### src/rtl/mii_rmii_pkg.sv
package mii_rmii_pkg;

  // reference cycles per dibit slot in slow mode
  localparam int SLOW_DIV_DEF = 10;

  // reference cycles in one dibit slot for a given speed
  function automatic int slot_cycles(input logic fast, input int slow_div);
    return fast ? 1 : slow_div;
  endfunction

  // assemble a nibble from the first and second received dibits
  function automatic logic [3:0] join_dibits(input logic [1:0] first,
                                             input logic [1:0] second);
    return {second, first};
  endfunction

  // preamble dibit that marks a nibble boundary
  localparam logic [1:0] ALIGN_DIBIT = 2'b01;

endpackage

### src/rtl/rmii_slot_timer.sv
module rmii_slot_timer #(
  parameter int SLOW_DIV = mii_rmii_pkg::SLOW_DIV_DEF
) (
  input  logic clk,
  input  logic rst_n,
  input  logic fast,
  input  logic restart,
  output logic dibit_tick
);
  localparam int CNT_W = (SLOW_DIV > 1) ? $clog2(SLOW_DIV) : 1;
  localparam logic [CNT_W-1:0] LAST = CNT_W'(SLOW_DIV - 1);

  logic [CNT_W-1:0] cnt;

  assign dibit_tick = fast ? 1'b1 : (cnt == LAST);

  always_ff @(posedge clk or negedge rst_n) begin
    if (!rst_n)                        cnt <= '0;
    else if (restart || dibit_tick || fast) cnt <= '0;
    else                               cnt <= cnt + 1'b1;
  end
endmodule

### src/rtl/mii_tx_serializer.sv
module mii_tx_serializer (
  input  logic       clk,
  input  logic       rst_n,
  input  logic       dibit_tick,
  input  logic [3:0] mii_txd,
  input  logic       mii_tx_en,
  output logic       nibble_stb,
  output logic [1:0] rmii_txd,
  output logic       rmii_tx_en
);
  logic       second_half;
  logic [1:0] upper_q;
  logic       en_q;

  assign nibble_stb = dibit_tick && !second_half;

  always_ff @(posedge clk or negedge rst_n) begin
    if (!rst_n) begin
      second_half <= 1'b0;
      upper_q     <= '0;
      en_q        <= 1'b0;
      rmii_txd    <= '0;
      rmii_tx_en  <= 1'b0;
    end else if (dibit_tick) begin
      second_half <= !second_half;
      if (!second_half) begin
        rmii_txd   <= mii_txd[1:0];
        rmii_tx_en <= mii_tx_en;
        upper_q    <= mii_txd[3:2];
        en_q       <= mii_tx_en;
      end else begin
        rmii_txd   <= upper_q;
        rmii_tx_en <= en_q;
      end
    end
  end
endmodule

### src/rtl/rmii_rx_gatherer.sv
module rmii_rx_gatherer
  import mii_rmii_pkg::*;
(
  input  logic       clk,
  input  logic       rst_n,
  input  logic       dibit_tick,
  input  logic [1:0] rmii_rxd,
  input  logic       rmii_crs_dv,
  input  logic       rmii_rx_er,
  output logic       in_frame,
  output logic       out_stb,
  output logic [3:0] mii_rxd,
  output logic       mii_rx_dv,
  output logic       mii_rx_er,
  output logic       mii_crs
);
  logic       second_half;
  logic [1:0] first_q;
  logic       crs_first_q;
  logic       er_first_q;
  logic       start_hit;
  logic       crs_any;

  assign start_hit = rmii_crs_dv && (rmii_rxd == ALIGN_DIBIT);
  assign crs_any   = rmii_crs_dv || crs_first_q;

  always_ff @(posedge clk or negedge rst_n) begin
    if (!rst_n) begin
      second_half <= 1'b0;
      first_q     <= '0;
      crs_first_q <= 1'b0;
      er_first_q  <= 1'b0;
      in_frame    <= 1'b0;
      out_stb     <= 1'b0;
      mii_rxd     <= '0;
      mii_rx_dv   <= 1'b0;
      mii_rx_er   <= 1'b0;
      mii_crs     <= 1'b0;
    end else begin
      out_stb <= 1'b0;
      if (dibit_tick) begin
        mii_crs <= rmii_crs_dv;
        if (!in_frame) begin
          if (start_hit) begin
            in_frame    <= 1'b1;
            second_half <= 1'b1;
            first_q     <= rmii_rxd;
            crs_first_q <= rmii_crs_dv;
            er_first_q  <= rmii_rx_er;
          end else begin
            second_half <= !second_half;
            if (second_half) begin
              out_stb   <= 1'b1;
              mii_rxd   <= '0;
              mii_rx_dv <= 1'b0;
              mii_rx_er <= 1'b0;
            end
          end
        end else if (!second_half) begin
          second_half <= 1'b1;
          first_q     <= rmii_rxd;
          crs_first_q <= rmii_crs_dv;
          er_first_q  <= rmii_rx_er;
        end else begin
          second_half <= 1'b0;
          out_stb     <= 1'b1;
          mii_rx_dv   <= crs_any;
          mii_rx_er   <= crs_any && (rmii_rx_er || er_first_q);
          mii_rxd     <= crs_any ? join_dibits(first_q, rmii_rxd) : 4'h0;
          if (!crs_any) in_frame <= 1'b0;
        end
      end
    end
  end
endmodule

### src/rtl/rmii_speed_ctrl.sv
module rmii_speed_ctrl #(
  parameter bit RESET_FAST = 1'b1
) (
  input  logic clk,
  input  logic rst_n,
  input  logic speed_req,
  input  logic boundary,
  input  logic busy_now,
  input  logic mac_tx_en,
  output logic speed_fast,
  output logic switch_now
);
  logic quiet_q;

  assign switch_now = boundary && quiet_q && !busy_now && !mac_tx_en &&
                      (speed_req != speed_fast);

  always_ff @(posedge clk or negedge rst_n) begin
    if (!rst_n) begin
      quiet_q    <= 1'b0;
      speed_fast <= RESET_FAST;
    end else begin
      if (boundary) quiet_q <= 1'b1;
      else          quiet_q <= quiet_q && !busy_now;
      if (switch_now) speed_fast <= speed_req;
    end
  end
endmodule

### src/rtl/mii_rmii_bridge.sv
module mii_rmii_bridge #(
  parameter int SLOW_DIV   = mii_rmii_pkg::SLOW_DIV_DEF,
  parameter bit RESET_FAST = 1'b1
) (
  input  logic       clk,
  input  logic       rst_n,
  input  logic       speed_100_req,
  output logic       speed_100,
  output logic       mii_tx_stb,
  input  logic [3:0] mii_txd,
  input  logic       mii_tx_en,
  output logic [1:0] rmii_txd,
  output logic       rmii_tx_en,
  input  logic [1:0] rmii_rxd,
  input  logic       rmii_crs_dv,
  input  logic       rmii_rx_er,
  output logic       mii_rx_stb,
  output logic [3:0] mii_rxd,
  output logic       mii_rx_dv,
  output logic       mii_rx_er,
  output logic       mii_crs
);
  // internal events, named for the checker
  logic dibit_tick;
  logic switch_now;
  logic rx_busy;
  logic path_busy;

  assign path_busy = rmii_tx_en || rx_busy || rmii_crs_dv;

  rmii_slot_timer #(.SLOW_DIV(SLOW_DIV)) u_timer (
    .clk        (clk),
    .rst_n      (rst_n),
    .fast       (speed_100),
    .restart    (switch_now),
    .dibit_tick (dibit_tick)
  );

  mii_tx_serializer u_tx (
    .clk        (clk),
    .rst_n      (rst_n),
    .dibit_tick (dibit_tick),
    .mii_txd    (mii_txd),
    .mii_tx_en  (mii_tx_en),
    .nibble_stb (mii_tx_stb),
    .rmii_txd   (rmii_txd),
    .rmii_tx_en (rmii_tx_en)
  );

  rmii_rx_gatherer u_rx (
    .clk         (clk),
    .rst_n       (rst_n),
    .dibit_tick  (dibit_tick),
    .rmii_rxd    (rmii_rxd),
    .rmii_crs_dv (rmii_crs_dv),
    .rmii_rx_er  (rmii_rx_er),
    .in_frame    (rx_busy),
    .out_stb     (mii_rx_stb),
    .mii_rxd     (mii_rxd),
    .mii_rx_dv   (mii_rx_dv),
    .mii_rx_er   (mii_rx_er),
    .mii_crs     (mii_crs)
  );

  rmii_speed_ctrl #(.RESET_FAST(RESET_FAST)) u_speed (
    .clk        (clk),
    .rst_n      (rst_n),
    .speed_req  (speed_100_req),
    .boundary   (mii_tx_stb),
    .busy_now   (path_busy),
    .mac_tx_en  (mii_tx_en),
    .speed_fast (speed_100),
    .switch_now (switch_now)
  );
endmodule

### config.mk
export PLATFORM = sky130hd
export DESIGN_NAME = mii_rmii_bridge
export DESIGN_NICKNAME = d
export VERILOG_FILES = /design/src/rtl/mii_rmii_pkg.sv /design/src/rtl/rmii_slot_timer.sv /design/src/rtl/mii_tx_serializer.sv /design/src/rtl/rmii_rx_gatherer.sv /design/src/rtl/rmii_speed_ctrl.sv /design/src/rtl/mii_rmii_bridge.sv
export SDC_FILE = /design/constraint.sdc
export NUM_CORES = 1
export LEC_CHECK = 0
export ABC_AREA = 1
export ABC_CLOCK_PERIOD_IN_PS = 2080
export BUFFER_PORTS_ARGS = -buffer_cell sky130_fd_sc_hd__buf_4
export CAP_MARGIN = 0
export CORE_UTILIZATION = 53
export DETAILED_ROUTE_END_ITERATION = 16
export MAX_ROUTING_LAYER = met4
export PLACE_DENSITY = 0.78
export SYNTH_ARGS = -nofsm -noshare
export SYNTH_HDL_FRONTEND = slang
export SYNTH_HIERARCHICAL = 1
export SYNTH_SLANG_ARGS = --single-unit
### constraint.sdc
create_clock -name clk -period 2.08 [get_ports clk]
set_input_delay 0.208 -clock clk [delete_from_list [all_inputs] [get_ports clk]]
set_output_delay 0.208 -clock clk [all_outputs]
set_load 0.03 [all_outputs]
==> qor.csv, run 1 <==
stage;metric;value;unit
floorplan;die-area;2480;um2
clock_network;cts_tree;yes;
sta;whs;0.0770;ns
yosys;yosys-top-cells-area;dfrtp_1, nand2_1, nand3_1;
sta;hold_viol_final;0;
power_and_ir_drop;p_int;0.697;mW
sta;setup_slack;0.179;ns
yosys;synth_edf_count;0;
sta;rsz0062_at_grt;no;
placement;dpl_cell_area;1430;um2
clock_network;clock-sinks;26;
route;wirelength;2100;um
yosys;syn_inst;142;
yosys;ys_top_cells_by_count;nand2_1, dfrtp_1, inv_1;
sta;slew_viol_final;0;
floorplan;row_count;16;
clock_network;insertion_delay;0.32;ns
setup_path;critPathArrivalTime;1.69;ns
placement;gp_congestion;0.772;
setup_path;worstPathRequired;1.87;ns
global_routing;track_usage;20.9;%
finish;drive_gt1_share;28.7;%
power_and_ir_drop;p_sw;0.254;mW
power_and_ir_drop;ir_drop;560;uV
yosys;synth.distinct_cells;21;
sta;fin_tns_setup;0;ns
setup_path;path_class;register to output pin;
yosys;synth_warnings;6;
power_and_ir_drop;combPwrFrac;15.6;%
sta;fin_crit;1.90;ns
placement;placed_cells;193;
finish;nNetsFinal;186;
route;viasPerCell;4.78;
route;ant_nets;0;
placement;dpl.hpwl;1630;um
power_and_ir_drop;power_frac_seq;58.1;%
clock_network;cts_htree_levels;1;
yosys;synthFlopType;dfrtp_1;
floorplan;io_pins;25;
global_routing;grt_max_degree;27;
finish;final_cells;198;
route;drt_iter0_drc;20;
global_routing;overflow;0;
placement;port_buffers;24;
sta;fmax;526;MHz
sta;maxSlewHeadroom;77.4;%
power_and_ir_drop;power.leakage;0.810;nW
floorplan;die_x;49.8;um
placement;pre_cts_slack;0.262;ns
yosys;syn_area_per_cell;8.54;um2
route;wl_per_cell;10.6;um
floorplan;start_util;58.8;%
sta;worst_clock_skew;0.00235;ns
yosys;synth_largest_area_cell;dfrtp_1;
global_routing;grt_first_pass_wirelength;3750;um
hold_path;hp-class;input pin to register;
finish;fin_area;1470;um2
yosys;ys_async_sr_fraction;100;%
global_routing;grt_pass1_vias;899;
route;first_pass_iters;4;
power_and_ir_drop;swShare;26.7;%
yosys;synth-seq-cells;26;
setup_path;cp_max_fo;8;
outcome;status;complete, no violations;
global_routing;antenna_found_initial;0;
sta;tightest_slew;0.337;ns
finish;diodes;0;
clock_network;numCtsBuffers;3;
clock_network;clockBufferDepth;2;
route;drc_errors;0;
floorplan;chipHeight;49.8;um
job;cap_violations;0;
yosys;synth_area;1210;um2
power_and_ir_drop;total_power;0.951;mW
sta;fin_crit_sh;91.4;%
setup_path;end_kind;output pin;
yosys;syn_nets;156;
clock_network;ctsResizeCount;0;
setup_path;crit_path_start_kind;register;
yosys;ys_seq_area_share;53.8;%
route;vias;947;
power_and_ir_drop;p_clk_share;26.3;%
finish;fin_util;71.4;%
clock_network;clockRootBuffer;clkbuf_4;
clock_network;clk_pin_slew_worst_paths;0.13;ns
yosys;netlist.area_leader.share;51.6;%
yosys;yosysMostFrequentCell;nand2_1;
finish;area_growth;21.5;%
sta;setup_viol;0;
power_and_ir_drop;cellPowerDensity;646;nW/um2
floorplan;coreArea;2060;um2
layout make-up:
cell class / count / area (um2)
fill: 172 / 589
sequential: 26 / 652
multi-input combinational: 96 / 485
inverter: 20 / 75.1
timing repair buffer: 25 / 190
tap: 27 / 33.8
clock buffer: 4 / 36.3
worst max-delay path, cell delays in order, from the launching register on:
cell     delay (ns)
dfrtp_1        0.43
inv_1          0.07
ha_1           0.15
nand3_2        0.09
nand2_1        0.24
nand2_2        0.14
inv_2          0.10
buf_4          0.16
flip-flops by register name, indices dropped and copies added, names as in the netlist, 2 cells and up:
signal,cells
u_rx/first_q,2
u_rx/mii_rxd,4
u_timer/cnt,4
u_tx/rmii_txd,2
u_tx/upper_q,2
cells in the final DEF, fill, tap and decap left out, types with 2 or more instances in the layout:
cell	instances
nor2_2	4
nand2_1	53
nor2_1	8
xnor2_1	2
ha_1	2
clkbuf_4	3
dfrtp_1	25
nand3_2	2
inv_1	14
nand2_2	4
buf_4	24
nand3_1	12
inv_2	6
metal layers:
| metal | vias to the layer above | share of wire [%] | global-route usage (%) |
|---|---|---|---|
| li1 | 492 | - | - |
| met1 | 431 | 48 | 25.6 |
| met2 | 19 | 47 | 34.0 |
| met3 | 5 | 3.2 | 2.78 |
| met4 | 0 | 2.2 | 10.0 |
| met5 | - | 0 | - |
kinds of logic after synthesis:
kind of cell / share of synthesized area, %
AND/OR/NAND/NOR: 32.4
flip-flops: 53.8
buffers and inverters: 6.19
AO/OA/AOI/OAI: 4.13
XOR/XNOR: 1.45
adder cells (fa/ha/maj): 2.06
power by group through the flow:
stage          clock, mW  sequential (mW)  combinational [mW]
3_3_place_gp           0            0.561               0.146
4_1_cts            0.266            0.552               0.151
2_1_floorplan          0            0.576              0.0731
3_5_place_dp           0            0.562               0.149
5_1_grt            0.278            0.556               0.167
6_report           0.250            0.552               0.149
path summary, 6_finish.rpt:
check / startpoint / endpoint / slack, ns / depth (start not counted)
max in group asynchronous: rst_n / u_speed/speed_fast / 1.49 / 2
min in group asynchronous: rst_n / u_timer/cnt[2] / 0.31 / 2
min: mii_txd[2] / u_tx/upper_q[0] / 0.08 / 3
max: u_timer/cnt[1] / mii_tx_stb / 0.18 / 7
min reg2reg: u_rx/mii_rxd[0] / u_rx/mii_rxd[0] / 0.49 / 2
max reg2reg: u_timer/cnt[1] / u_timer/cnt[3] / 0.25 / 13
what timing repair did:
| action | 4_1_cts | 5_1_grt |
|---|---|---|
| hold buffers | 1 | 0 |
| setup buffers | 0 | 0 |
| hold endpoints to repair | 25 | 0 |
| endpoints found under the setup margin | 0 | 0 |
Note: power is estimated with default switching activity, not from simulation.
==> run 2: changes to the inputs <==
Settings changed: ABC_CLOCK_PERIOD_IN_PS 2080 to 2400, CORE_UTILIZATION 53 to 57, PLACE_DENSITY 0.78 to 0.83.
Clock period 2.08 ns to 2.4 ns, I/O delays scaled along.
==> qor.csv, run 2 (same netlist as run 1, synthesis figures left out) <==
stage;metric;value;unit;change
setup_path;cp_max_fo;8;;unchanged
finish;area_growth;21.5;%;unchanged
placement;dpl.hpwl;1740;um;+6.6%
route;wirelength;2210;um;+5.4%
sta;fin_crit_sh;80.2;%;
placement;gp_congestion;0.797;;+3.3%
power_and_ir_drop;power.leakage;0.810;nW;unchanged
sta;hold_viol_final;0;;unchanged
clock_network;cts_htree_levels;1;;unchanged
sta;slew_viol_final;0;;unchanged
power_and_ir_drop;total_power;0.822;mW;-14%
setup_path;worstPathRequired;2.16;ns;+0.29 ns
floorplan;coreArea;1980;um2;-3.9%
floorplan;start_util;61.2;%;+2.4 points
power_and_ir_drop;combPwrFrac;16.0;%;+0.4 points
floorplan;chipHeight;48.1;um;-3.4%
outcome;status;complete, no violations;;
placement;port_buffers;24;;unchanged
setup_path;end_kind;output pin;;
route;ant_nets;0;;unchanged
power_and_ir_drop;p_clk_share;25.9;%;-0.4 points
finish;fin_util;74.3;%;+2.9 points
sta;fin_tns_setup;0;ns;unchanged
clock_network;cts_tree;yes;;
floorplan;row_count;16;;unchanged
sta;maxSlewHeadroom;78.4;%;+0.96 points
clock_network;clockRootBuffer;clkbuf_4;;
floorplan;die_x;48.1;um;-3.4%
power_and_ir_drop;p_sw;0.218;mW;-14%
setup_path;critPathArrivalTime;1.68;ns;about the same
global_routing;overflow;0;;unchanged
global_routing;grt_pass1_vias;845;;-6.0%
power_and_ir_drop;cellPowerDensity;558;nW/um2;-14%
route;drc_errors;0;;unchanged
finish;largestRegisters;u_rx/mii_rxd (4), u_timer/cnt (4);;
global_routing;track_usage;21.8;%;+0.89 points
finish;fin_area;1470;um2;unchanged
setup_path;r2r_setup_slack;0.56;ns;+0.31 ns
clock_network;ctsResizeCount;0;;unchanged
sta;fmax;520;MHz;
route;vias;978;;+3.3%
sta;worst_clock_skew;0.00389;ns;+0.00154 ns
power_and_ir_drop;p_int;0.604;mW;-13%
global_routing;grt_first_pass_wirelength;3390;um;-9.6%
finish;nNetsFinal;186;;unchanged
placement;dpl_cell_area;1430;um2;unchanged
power_and_ir_drop;swShare;26.5;%;-0.18 points
clock_network;clockBufferDepth;2;;unchanged
floorplan;io_pins;25;;unchanged
finish;layout.cells.most_common;nand2_1;;
clock_network;clock-sinks;26;;unchanged
job;cap_violations;0;;unchanged
finish;seq_area;652;um2;unchanged
route;viasPerCell;4.94;;+3.3%
global_routing;antenna_found_initial;0;;unchanged
finish;diodes;0;;unchanged
clock_network;post_cts_buffers;0;;unchanged
global_routing;grt_max_degree;27;;unchanged
setup_path;path_class;register to output pin;;
clock_network;insertion_delay;0.31;ns;about the same
power_and_ir_drop;power_frac_seq;58.1;%;about the same
route;first_pass_iters;4;;unchanged
finish;layout_common_cells;nand2_1, dfrtp_1, buf_4, inv_1, nand3_1;;
sta;setup_viol;0;;unchanged
clock_network;numCtsBuffers;3;;unchanged
route;wl_per_cell;11.2;um;+5.4%
power_and_ir_drop;ir_drop;538;uV;-3.9%
clock_network;hold_buffers;1;;unchanged
finish;multiInputGateArea;485;um2;unchanged
hold_path;hp-class;input pin to register;;
sta;fin_crit;1.92;ns;
floorplan;die-area;2320;um2;-6.7%
route;drt_iter0_drc;15;;-25%
sta;rsz0062_at_grt;no;;
clock_network;clk_pin_slew_worst_paths;0.13;ns;about the same
setup_path;crit_path_start_kind;register;;
sta;tightest_slew;0.324;ns;-0.0132 ns
finish;drive_gt1_share;28.7;%;unchanged
finish;n_fill_cell;169;;-1.7%
## run 2: critical path, stage by stage (launching register included)
cell	delay (ns)
dfrtp_1	0.43
inv_1	0.07
ha_1	0.15
nand3_2	0.09
nand2_1	0.23
nand2_2	0.14
inv_2	0.10
buf_4	0.16
## run 2: power by group through the flow
stage | clock network [mW] | logic [mW] | registers (mW)
after floorplan | 0 | 0.0634 | 0.499
after global placement | 0 | 0.127 | 0.485
after detailed placement | 0 | 0.132 | 0.485
after CTS | 0.218 | 0.133 | 0.477
after global routing | 0.238 | 0.147 | 0.480
final | 0.213 | 0.132 | 0.477
## run 2: final timing paths
kind                                 start  cells after the start                  to
max                         u_timer/cnt[1]                      7          mii_tx_stb
min                             mii_txd[3]                      3     u_tx/upper_q[1]
max reg2reg                 u_timer/cnt[1]                     13      u_timer/cnt[3]
min reg2reg                u_rx/first_q[1]                      2     u_rx/first_q[1]
max in group asynchronous            rst_n                      2  u_speed/speed_fast
min in group asynchronous            rst_n                      2     u_tx/upper_q[0]
## run 2: layer usage
layer / global-route usage [%] / vias up / wire, um
li1: - / 491 / -
met1: 28.1 / 469 / 999
met2: 34.6 / 16 / 1130
met3: 3.33 / 2 / 67
met4: 8.33 / 0 / 13
met5: - / - / 0
## run 2: cell type report
cell class	instances	area share (%)
inverters	20	5.10
repair buffers	25	12.9
flip-flops and latches	26	44.3
well taps	27	2.29
multi-input cells	96	33.0
clock buffers	4	2.46
## run 2: stage by stage
| step | hold WS [ns] | cells | worst slack (ns) |
|---|---|---|---|
| global placement | 0.159 | 193 | 0.665 |
| detailed placement | 0.163 | 193 | 0.579 |
| global route | 0.121 | 198 | 0.342 |
| CTS | 0.112 | 198 | 0.474 |
| finish | 0.119 | 198 | 0.476 |
| floorplan | -0.0556 | 142 | 0.598 |
